===== src/rtl/ipc_pkg.sv =====
package ipc_pkg;
  typedef enum logic [2:0] {
    OP_SET_CPPR = 3'd0,
    OP_SET_IPI  = 3'd1,
    OP_ACCEPT   = 3'd2,
    OP_POLL     = 3'd3,
    OP_EOI      = 3'd4
  } ipc_op_e;
endpackage


===== src/rtl/ipc_offer_judge.sv =====
// Decides whether an offer that is consumed this cycle is taken.
module ipc_offer_judge #(
  parameter int PRIO_W = 8,
  parameter int SRC_W  = 24
) (
  input  logic              offer_valid,
  input  logic              offer_ready,
  input  logic [SRC_W-1:0]  offer_src,
  input  logic [PRIO_W-1:0] offer_prio,
  input  logic [PRIO_W-1:0] cur_prio,
  input  logic              pend_nz,
  input  logic [PRIO_W-1:0] pend_prio,
  output logic              take
);
  logic beats_cpu;
  logic beats_pending;

  assign beats_cpu     = offer_prio < cur_prio;
  assign beats_pending = !pend_nz || (offer_prio < pend_prio);
  assign take = offer_valid && offer_ready && (offer_src != '0) &&
                beats_cpu && beats_pending;
endmodule


===== src/rtl/ipc_ipi_eval.sv =====
// Says whether the software interrupt should be loaded as pending.
module ipc_ipi_eval #(
  parameter int PRIO_W = 8
) (
  input  logic [PRIO_W-1:0] ipi_prio,
  input  logic [PRIO_W-1:0] cur_prio,
  input  logic              pend_nz,
  input  logic [PRIO_W-1:0] pend_prio,
  output logic              fire
);
  logic held_by_better;

  assign held_by_better = pend_nz && (pend_prio <= ipi_prio);
  assign fire = (ipi_prio < cur_prio) && !held_by_better;
endmodule


===== src/rtl/ipc_evt_reg.sv =====
// One-cycle event pulse with a captured payload.
module ipc_evt_reg #(
  parameter int W = 8
) (
  input  logic         clk,
  input  logic         rst_n,
  input  logic         set,
  input  logic [W-1:0] din,
  output logic         vld,
  output logic [W-1:0] dout
);
  always_ff @(posedge clk) begin
    if (!rst_n) begin
      vld  <= 1'b0;
      dout <= '0;
    end else begin
      vld <= set;
      if (set) dout <= din;
    end
  end
endmodule


===== src/rtl/ipc_presenter.sv =====
module ipc_presenter #(
  parameter int PRIO_W  = 8,
  parameter int SRC_W   = 24,
  parameter int IPI_SRC = 2
) (
  input  logic                    clk,
  input  logic                    rst_n,
  input  logic                    offer_valid,
  output logic                    offer_ready,
  input  logic [SRC_W-1:0]        offer_src,
  input  logic [PRIO_W-1:0]       offer_prio,
  output logic                    offer_ok,
  output logic                    rej_valid,
  output logic [SRC_W-1:0]        rej_src,
  output logic                    resend_req,
  input  logic                    cmd_valid,
  input  logic [2:0]              cmd_op,
  input  logic [PRIO_W+SRC_W-1:0] cmd_data,
  output logic                    rd_valid,
  output logic [PRIO_W+SRC_W-1:0] rd_word,
  output logic [PRIO_W-1:0]       rd_ipi,
  output logic                    eoi_valid,
  output logic [SRC_W-1:0]        eoi_src,
  output logic                    irq_out
);
  import ipc_pkg::*;

  localparam int REG_W = PRIO_W + SRC_W;
  localparam int RD_W  = REG_W + PRIO_W;
  localparam logic [PRIO_W-1:0] MASKED  = '1;
  localparam logic [SRC_W-1:0]  IPI_NUM = SRC_W'(IPI_SRC);

  logic [PRIO_W-1:0] cppr_q, cppr_d;
  logic [SRC_W-1:0]  xisr_q, xisr_d;
  logic [PRIO_W-1:0] pp_q, pp_d;
  logic [PRIO_W-1:0] mfrr_q, mfrr_d;
  logic              irq_q, irq_d;
  logic              own_q, own_d;
  logic              resend_q, resend_d;

  logic              pend_nz;
  logic [PRIO_W-1:0] wr_prio;
  ipc_op_e           op;

  logic [PRIO_W-1:0] ipi_m, ipi_c;
  logic              ipi_nz;
  logic              ipi_fire;

  logic              rej_set, eoi_set, rd_set;
  logic [RD_W-1:0]   rd_bus;

  assign pend_nz     = xisr_q != '0;
  assign wr_prio     = cmd_data[PRIO_W-1:0];
  assign op          = ipc_op_e'(cmd_op);
  assign offer_ready = !cmd_valid;

  ipc_offer_judge #(.PRIO_W(PRIO_W), .SRC_W(SRC_W)) u_judge (
    .offer_valid (offer_valid),
    .offer_ready (offer_ready),
    .offer_src   (offer_src),
    .offer_prio  (offer_prio),
    .cur_prio    (cppr_q),
    .pend_nz     (pend_nz),
    .pend_prio   (pp_q),
    .take        (offer_ok)
  );

  // Operands for the IPI check depend on which command requests it.
  always_comb begin
    ipi_m  = mfrr_q;
    ipi_c  = cppr_q;
    ipi_nz = pend_nz;
    case (op)
      OP_SET_IPI: begin
        ipi_m  = wr_prio;
        ipi_c  = cppr_q;
        ipi_nz = pend_nz;
      end
      OP_SET_CPPR: begin
        ipi_c  = wr_prio;
        ipi_nz = 1'b0;
      end
      OP_EOI: begin
        ipi_c  = cmd_data[REG_W-1:SRC_W];
        ipi_nz = 1'b0;
      end
      default: ;
    endcase
  end

  ipc_ipi_eval #(.PRIO_W(PRIO_W)) u_ipi (
    .ipi_prio  (ipi_m),
    .cur_prio  (ipi_c),
    .pend_nz   (ipi_nz),
    .pend_prio (pp_q),
    .fire      (ipi_fire)
  );

  // Next-state logic: commands take precedence over offers.
  always_comb begin
    cppr_d   = cppr_q;
    xisr_d   = xisr_q;
    pp_d     = pp_q;
    mfrr_d   = mfrr_q;
    irq_d    = irq_q;
    own_d    = own_q;
    resend_d = 1'b0;
    rej_set  = 1'b0;
    eoi_set  = 1'b0;
    rd_set   = 1'b0;
    if (cmd_valid) begin
      case (op)
        OP_SET_CPPR: begin
          cppr_d = wr_prio;
          if (wr_prio < cppr_q) begin
            if (pend_nz && (wr_prio <= pp_q)) begin
              rej_set = own_q;
              xisr_d  = '0;
              pp_d    = MASKED;
              irq_d   = 1'b0;
              own_d   = 1'b0;
            end
          end else if (!pend_nz) begin
            resend_d = 1'b1;
            if (ipi_fire) begin
              xisr_d = IPI_NUM;
              pp_d   = ipi_m;
              irq_d  = 1'b1;
              own_d  = 1'b0;
            end
          end
        end
        OP_SET_IPI: begin
          mfrr_d = wr_prio;
          if (ipi_fire) begin
            rej_set = pend_nz && own_q;
            xisr_d  = IPI_NUM;
            pp_d    = ipi_m;
            irq_d   = 1'b1;
            own_d   = 1'b0;
          end
        end
        OP_ACCEPT: begin
          rd_set = 1'b1;
          cppr_d = pp_q;
          xisr_d = '0;
          pp_d   = MASKED;
          irq_d  = 1'b0;
          own_d  = 1'b0;
        end
        OP_POLL: begin
          rd_set = 1'b1;
        end
        OP_EOI: begin
          eoi_set = 1'b1;
          cppr_d  = cmd_data[REG_W-1:SRC_W];
          if (!pend_nz) begin
            resend_d = 1'b1;
            if (ipi_fire) begin
              xisr_d = IPI_NUM;
              pp_d   = ipi_m;
              irq_d  = 1'b1;
              own_d  = 1'b0;
            end
          end
        end
        default: ;
      endcase
    end else if (offer_ok) begin
      rej_set = pend_nz && own_q;
      xisr_d  = offer_src;
      pp_d    = offer_prio;
      irq_d   = 1'b1;
      own_d   = 1'b1;
    end
  end

  always_ff @(posedge clk) begin
    if (!rst_n) begin
      cppr_q   <= '0;
      xisr_q   <= '0;
      pp_q     <= MASKED;
      mfrr_q   <= MASKED;
      irq_q    <= 1'b0;
      own_q    <= 1'b0;
      resend_q <= 1'b0;
    end else begin
      cppr_q   <= cppr_d;
      xisr_q   <= xisr_d;
      pp_q     <= pp_d;
      mfrr_q   <= mfrr_d;
      irq_q    <= irq_d;
      own_q    <= own_d;
      resend_q <= resend_d;
    end
  end

  assign rd_bus = {cppr_q, xisr_q, mfrr_q};

  ipc_evt_reg #(.W(SRC_W)) u_rej (
    .clk (clk), .rst_n (rst_n), .set (rej_set), .din (xisr_q),
    .vld (rej_valid), .dout (rej_src)
  );

  ipc_evt_reg #(.W(SRC_W)) u_eoi (
    .clk (clk), .rst_n (rst_n), .set (eoi_set), .din (cmd_data[SRC_W-1:0]),
    .vld (eoi_valid), .dout (eoi_src)
  );

  logic [RD_W-1:0] rd_q;
  ipc_evt_reg #(.W(RD_W)) u_rd (
    .clk (clk), .rst_n (rst_n), .set (rd_set), .din (rd_bus),
    .vld (rd_valid), .dout (rd_q)
  );

  assign rd_word    = rd_q[RD_W-1:PRIO_W];
  assign rd_ipi     = rd_q[PRIO_W-1:0];
  assign resend_req = resend_q;
  assign irq_out    = irq_q;
endmodule


===== config.mk =====
export PLATFORM = sky130hd
export DESIGN_NAME = ipc_presenter
export DESIGN_NICKNAME = d
export VERILOG_FILES = /design/src/rtl/ipc_pkg.sv /design/src/rtl/ipc_offer_judge.sv /design/src/rtl/ipc_ipi_eval.sv /design/src/rtl/ipc_evt_reg.sv /design/src/rtl/ipc_presenter.sv
export SDC_FILE = /design/constraint.sdc
export NUM_CORES = 1
export LEC_CHECK = 0
export BUFFER_PORTS_ARGS = -buffer_cell sky130_fd_sc_hd__buf_4
export CORE_UTILIZATION = 45
export DETAILED_ROUTE_END_ITERATION = 16
export GPL_TIMING_DRIVEN = 0
export PLACE_DENSITY = 0.78
export SETUP_SLACK_MARGIN = 0.05
export SKIP_CTS_REPAIR_TIMING = 1
export SYNTH_ARGS = -nofsm -noshare
export SYNTH_HDL_FRONTEND = slang
export SYNTH_HIERARCHICAL = 1
export SYNTH_SLANG_ARGS = --single-unit

===== constraint.sdc =====
create_clock -name clk -period 8.6 [get_ports clk]
set_input_delay 0.86 -clock clk [delete_from_list [all_inputs] [get_ports clk]]
set_output_delay 0.86 -clock clk [all_outputs]
set_load 0.005 [all_outputs]

Word level (Yosys, flattened, before mapping)
Index checks and enable logic that the tools add are counted.
Widths: inputs -> output; s select.
{"block": "op_classes", "n_lt_le_gt_ge": 6, "eq_ne": 6, "mux": 43, "reduce_logical": 22}
{"cell": "$mux 24", "count": 6}
{"cell": "$pmux 24 s4", "count": 1}
{"cell": "$mux 8", "count": 7}
{"cell": "$reduce_bool 24->1", "count": 2}
{"cell": "$lt 8x8->1", "count": 4}
{"cell": "$pmux 8 s4", "count": 1}
{"cell": "$pmux 8 s3", "count": 1}
{"cell": "$mux 1", "count": 22}
{"cell": "$le 8x8->1", "count": 2}
{"cell": "$pmux 8 s2", "count": 1}
{"cell": "$logic_and 1x1->1", "count": 8}
{"cell": "$pmux 1 s4", "count": 2}
{"cell": "$eq 3x2->1 const B", "count": 2}
{"cell": "$ne 5x1->1 const B", "count": 1}
{"cell": "$ne 4x4->1 const B", "count": 1}
{"cell": "$pmux 1 s2", "count": 2}
{"cell": "$reduce_and 2->1", "count": 2}
{"cell": "$reduce_or 2->1", "count": 2}
{"cell": "$eq 3x1->1 const B", "count": 1}
{"cell": "$eq 3x3->1 const B", "count": 1}
{"cell": "$logic_not 1->1", "count": 3}
{"cell": "$logic_not 3->1", "count": 1}
{"cell": "$reduce_and 3->1", "count": 1}
{"cell": "$reduce_bool 3->1", "count": 1}
{"cell": "other kinds (2)", "count": 2}
{"block": "totals", "reg_bits": 142, "out_inout_bits": 95}

Logic depth before layout (Yosys ltp)
{"block": "depth", "ltp_word": 11, "depth_mapped": 18, "ltp_nobuf": 15}

By module
The synthesis kept the hierarchy.
{"mod": "ipc_presenter", "instances": 1, "cells_per_inst": 391, "area_each_um2": 3206.8, "seq_area_each_um2": 1021.0}
{"mod": "ipc_evt_reg (u_eoi ...)", "instances": 2, "cells_per_inst": 79, "area_each_um2": 955.9, "seq_area_each_um2": 500.5}
{"mod": "ipc_evt_reg (u_rd)", "instances": 1, "cells_per_inst": 131, "area_each_um2": 1584.0, "seq_area_each_um2": 820.8}
{"mod": "ipc_offer_judge", "instances": 1, "cells_per_inst": 58, "area_each_um2": 411.6, "seq_area_each_um2": 0.0}
{"mod": "ipc_ipi_eval", "instances": 1, "cells_per_inst": 53, "area_each_um2": 390.4, "seq_area_each_um2": 0.0}

Worst setup path before layout
No wires, ideal clock.
{"block": "synth_timing", "kind": "input -> register", "startpoint": "in cmd_op[2]", "endpoint": "reg u_rej.dout[10]", "arrival_ns": 4.639, "required_ns": 8.484, "path_slack_ns": 3.845, "cell_stages": 17, "path_buffers": 6, "path_cell_list": "buf_2 -> clkbuf_1 -> buf_1 -> mux2i_1 -> a21oi_1 -> inv_1 -> ha_1 -> and4_4 -> a221o_1 -> a2111oi_2 -> buf_1 -> a21oi_1 -> a21oi_1 -> buf_6 -> buf_12 -> mux2i_1 -> nor2b_1"}
{"block": "synth_via", "elab_cells_between_ends": 15, "classes_between": "order compare: 2; eq/ne: 2; mux: 6; reduce/logical: 5"}
{"element": "start, declared", "line": "ipc_presenter.sv:17", "rtl": "input logic [2:0] cmd_op,"}
{"element": "$eq 3x3->1 / $logic_not 3->1 (equally long branches)", "line": "ipc_presenter.sv:73", "rtl": "case (op)"}
{"element": "$pmux 8 s2 *", "line": "ipc_presenter.sv:73"}
{"element": "net ipi_c[6]", "line": "ipc_presenter.sv:45", "rtl": "logic [PRIO_W-1:0] ipi_m, ipi_c;"}
{"element": "$lt 8x8->1 *", "line": "ipc_ipi_eval.sv:14", "rtl": "assign fire = (ipi_prio < cur_prio) && !held_by_better;"}
{"element": "$logic_and 1x1->1 *", "line": "ipc_ipi_eval.sv:14"}
{"element": "net ipi_fire", "line": "ipc_presenter.sv:47", "rtl": "logic ipi_fire;"}
{"element": "$mux 1 *", "line": "ipc_presenter.sv:135", "rtl": "if (ipi_fire) begin"}
{"element": "$pmux 1 s2 *", "line": "ipc_presenter.sv:112", "rtl": "case (op)"}
{"element": "$mux 1 *", "line": "ipc_presenter.sv:111", "rtl": "if (cmd_valid) begin"}
{"element": "net rej_set", "line": "ipc_presenter.sv:49", "rtl": "logic rej_set, eoi_set, rd_set;"}
{"element": "end signal, assigned", "line": "ipc_evt_reg.sv:18", "rtl": "if (set) dout <= din;"}
{"element": "end, declared", "line": "ipc_evt_reg.sv:10", "rtl": "output logic [W-1:0] dout"}
Mark *: on every way through the listed nets, which the timed path passes. The rest lies on a longest branch.
A chain may end at the register's enable or synchronous reset.

Worst setup path in the final report
{"block": "layout_timing", "startpoint": "in cmd_op[2]", "endpoint": "reg u_rej.dout[14]"}
Same word-level chain as after synthesis.

==> run metrics <==
status complete, no violations; CP Max Fanout 10; fraction of layout cells with a size suffix above 1 22.8%; Hold Worst Slack 505 ps; WHS Path Cells 2; commonest non-fill, non-tap cell in the layout buf_4; fmax 0.190 GHz; Post-synth EDFFs 0; Max Slew Vio Count 0; pre-CTS setup slack 3020 ps; IO Pins 166; die area 17200 um^2; worst-case clock skew 8.73 ps; post-route ant nets 0; max incr delay on CP 590 ps; CTS tree done; Mapped Cells 791; via count 6710; vias in the first global route 6411; DRC 0; ANT cells 0; initial antenna violation count 0; min-delay src own_q; Final nets 1087; slew at the pin closest to its max-slew limit 738 ps; worst path required time 8910 ps; port bufs 162; H-tree depth 4; sequential-to-total area share from yosys stat 37.9%; Pleak 3.98 nW; smallest setup slack after layout 3330 ps; Core Footprint 16100 um^2; Rows 46; Crit. End Element flop; period utilisation layout 61.3%; Reg2Reg Setup Slack 4360 ps; most frequent cells in the layout buf_4 (162), dfxtp_1 (142), mux2i_1 (105), nor2b_1 (90), inv_1 (57); Vias/cell 5.59; CTS max path bufs 2; Top delay family on crit path buffers and inverters; global-route wire length before repair 35100 um; 1st-iter DRT viols 490; CP Cell Sequence buf_2, clkbuf_1, buf_1, mux2i_1, a21oi_1, inv_1, ha_1, and4_4, a221o_1, a2111oi_2, buf_1, a21oi_1, a21oi_1, buf_6, buf_12, mux2i_1, nor2b_1; largest net degree at the start of global routing 21; power consumption 1.74 mW; reg2reg path depth 15; setup TNS 0 ps; Rel. slew slack 50.6%; Syn-to-layout area delta 28.1%; CP max-delay cell a2111oi_2; Layout Utilization 59.9%; CP Buf/Inv Count 7; clock-pin slew on the worst setup and hold paths 60 ps; Reg-to-Reg End u_rej/dout[14]; R2R Path Start xisr_q[4]; count of cell types in the netlist 54; final wirelength 22100 um; async set-reset flop share out of synthesis 0%; VDD IR-drop max 0.137 mV; kind of critical path input port to flop; total track usage 25.9%; min cycle time layout 5270 ps; RePlAce Congestion 0.919; RSZ-0062 raised after global routing no; die outline width 131 um; initial core utilization 46.7%; CP dominant cell by count a21oi_1; Syn Area/Cell 9.49 um^2; GR Overflow Total 0; Worst Hold End own_q; CP arrival 5580 ps; CTS Root Cell clkbuf_16; wire per inst 18.4 um; dpl hpwl 16200 um; Pwr Density 181 nW/um^2; Yosys reg bits 142; CTS buffer count 17; Mapped Area 7500 um^2; DRT Pass-1 Iters 5; Synthesized Nets 906; final hold vios 0; Most used DFF post-synth dfxtp_1; Syn. warnings 6; worst hold path class flop to flop; number of max-cap violations 0; CP Launch Type input port; Chip Height 131 um; total clock sinks 142; final setup vio count 0; later-pin clock latency in the skew report 420 ps
[report_power, final]
part / switching, mW / leakage (nW) / internal, mW
Clock: 0.292 / 0.286 / 0.486
Combinational: 0.148 / 2.54 / 0.120
Sequential: 0.0197 / 1.15 / 0.673
Total: 0.459 / 3.97 / 1.28
[synthesized netlist by cell type (4+ instances only)]
| master | instances | area [um^2] |
|---|---|---|
| a21o_1 | 4 | 30.0 |
| a21oi_1 | 38 | 190 |
| a2bb2oi_1 | 8 | 70.1 |
| a211oi_1 | 10 | 75.1 |
| nand2b_1 | 6 | 37.5 |
| dfxtp_1 | 142 | 2840 |
| inv_1 | 57 | 214 |
| o21ai_0 | 29 | 145 |
| ha_1 | 44 | 551 |
| nor4_1 | 10 | 62.6 |
| and2_1 | 5 | 31.3 |
| clkbuf_1 | 33 | 124 |
| o221ai_1 | 9 | 78.8 |
| a221oi_1 | 7 | 61.3 |
| and3_1 | 4 | 25.0 |
| nand4_1 | 15 | 93.8 |
| nor2b_1 | 90 | 563 |
| buf_12 | 8 | 160 |
| buf_6 | 5 | 56.3 |
| mux2_2 | 8 | 90.1 |
| nand3_1 | 10 | 50.1 |
| a32o_1 | 23 | 230 |
| a21boi_0 | 10 | 75.1 |
| nor2_1 | 50 | 188 |
| o22ai_1 | 8 | 50.1 |
| mux2i_1 | 105 | 1050 |
| nand2_1 | 20 | 75.1 |
[flip-flops by register name, summed over array words and instances, names as in the netlist, 8 cells and up]
name,flops
u_rd/dout,40
u_eoi/dout,24
u_rej/dout,24
xisr_q,24
cppr_q,8
mfrr_q,8
pp_q,8
[how the worst max path moves through the flow]
stage	start	to	slack (ps)	cells past startpoint
5_1_grt	cmd_op[2]	pp_q[3]	3020	17
3_5_place_dp	cmd_op[2]	u_rej/dout[17]	3020	17
2_1_floorplan	cmd_op[2]	u_rej/dout[10]	3850	17
3_3_place_gp	cmd_op[2]	u_rej/dout[7]	3020	17
6_report	cmd_op[2]	u_rej/dout[14]	3330	17
4_1_cts	cmd_op[2]	u_rej/dout[14]	3400	17
[worst reg2reg max path, stage by stage, from the launching register on]
cell	delay, ps
dfxtp_1	350
or4_1	550
nor2_1	250
and2_1	250
nor2_1	100
nand4_1	120
nor2_1	50
a221o_1	310
a2111oi_2	590
buf_1	590
a21oi_1	150
a21oi_1	220
buf_6	190
buf_12	150
mux2i_1	210
nor2b_1	60
[logic make-up (layout without fill, tap and decap cells)]
| family | Yosys count | in the layout | share of synthesized area, % |
|---|---|---|---|
| compound gates | 165 | 165 | 15.9 |
| xor+xnor | 1 | 1 | 0.117 |
| fa+ha+maj | 44 | 44 | 7.34 |
| buf+inv | 107 | 301 | 7.60 |
| flops | 142 | 142 | 37.9 |
| mux | 113 | 113 | 15.2 |
| simple gates | 219 | 219 | 16.0 |
[stage by stage]
step	instance area, um^2	std cells
floorplan	7500	791
global route	9610	1201
finish	9610	1201
global placement	8990	1169
CTS	9610	1201
detailed placement	8990	1169
[layer usage]
metal | part of all wire (%) | up-vias | routed length (um) | GRT usage, %
met5 | 0 | - | 0 | 0
met4 | 1.5 | 0 | 329 | 7.91
met3 | 9.6 | 27 | 2120 | 6.52
met2 | 45 | 327 | 10000 | 40.6
met1 | 44 | 3163 | 9610 | 34.7
li1 | - | 3193 | - | -
[layout make-up]
type,count,area [um^2]
Buffer,49,353
Tap cell,216,270
Multi-Input combinational cell,542,4090
Sequential cell,142,2840
Fill cell,1410,6440
Clock buffer,19,433
Timing Repair Buffer,162,1220
Clock inverter,13,189
Inverter,58,218
Power figures use the tool's default switching activity.
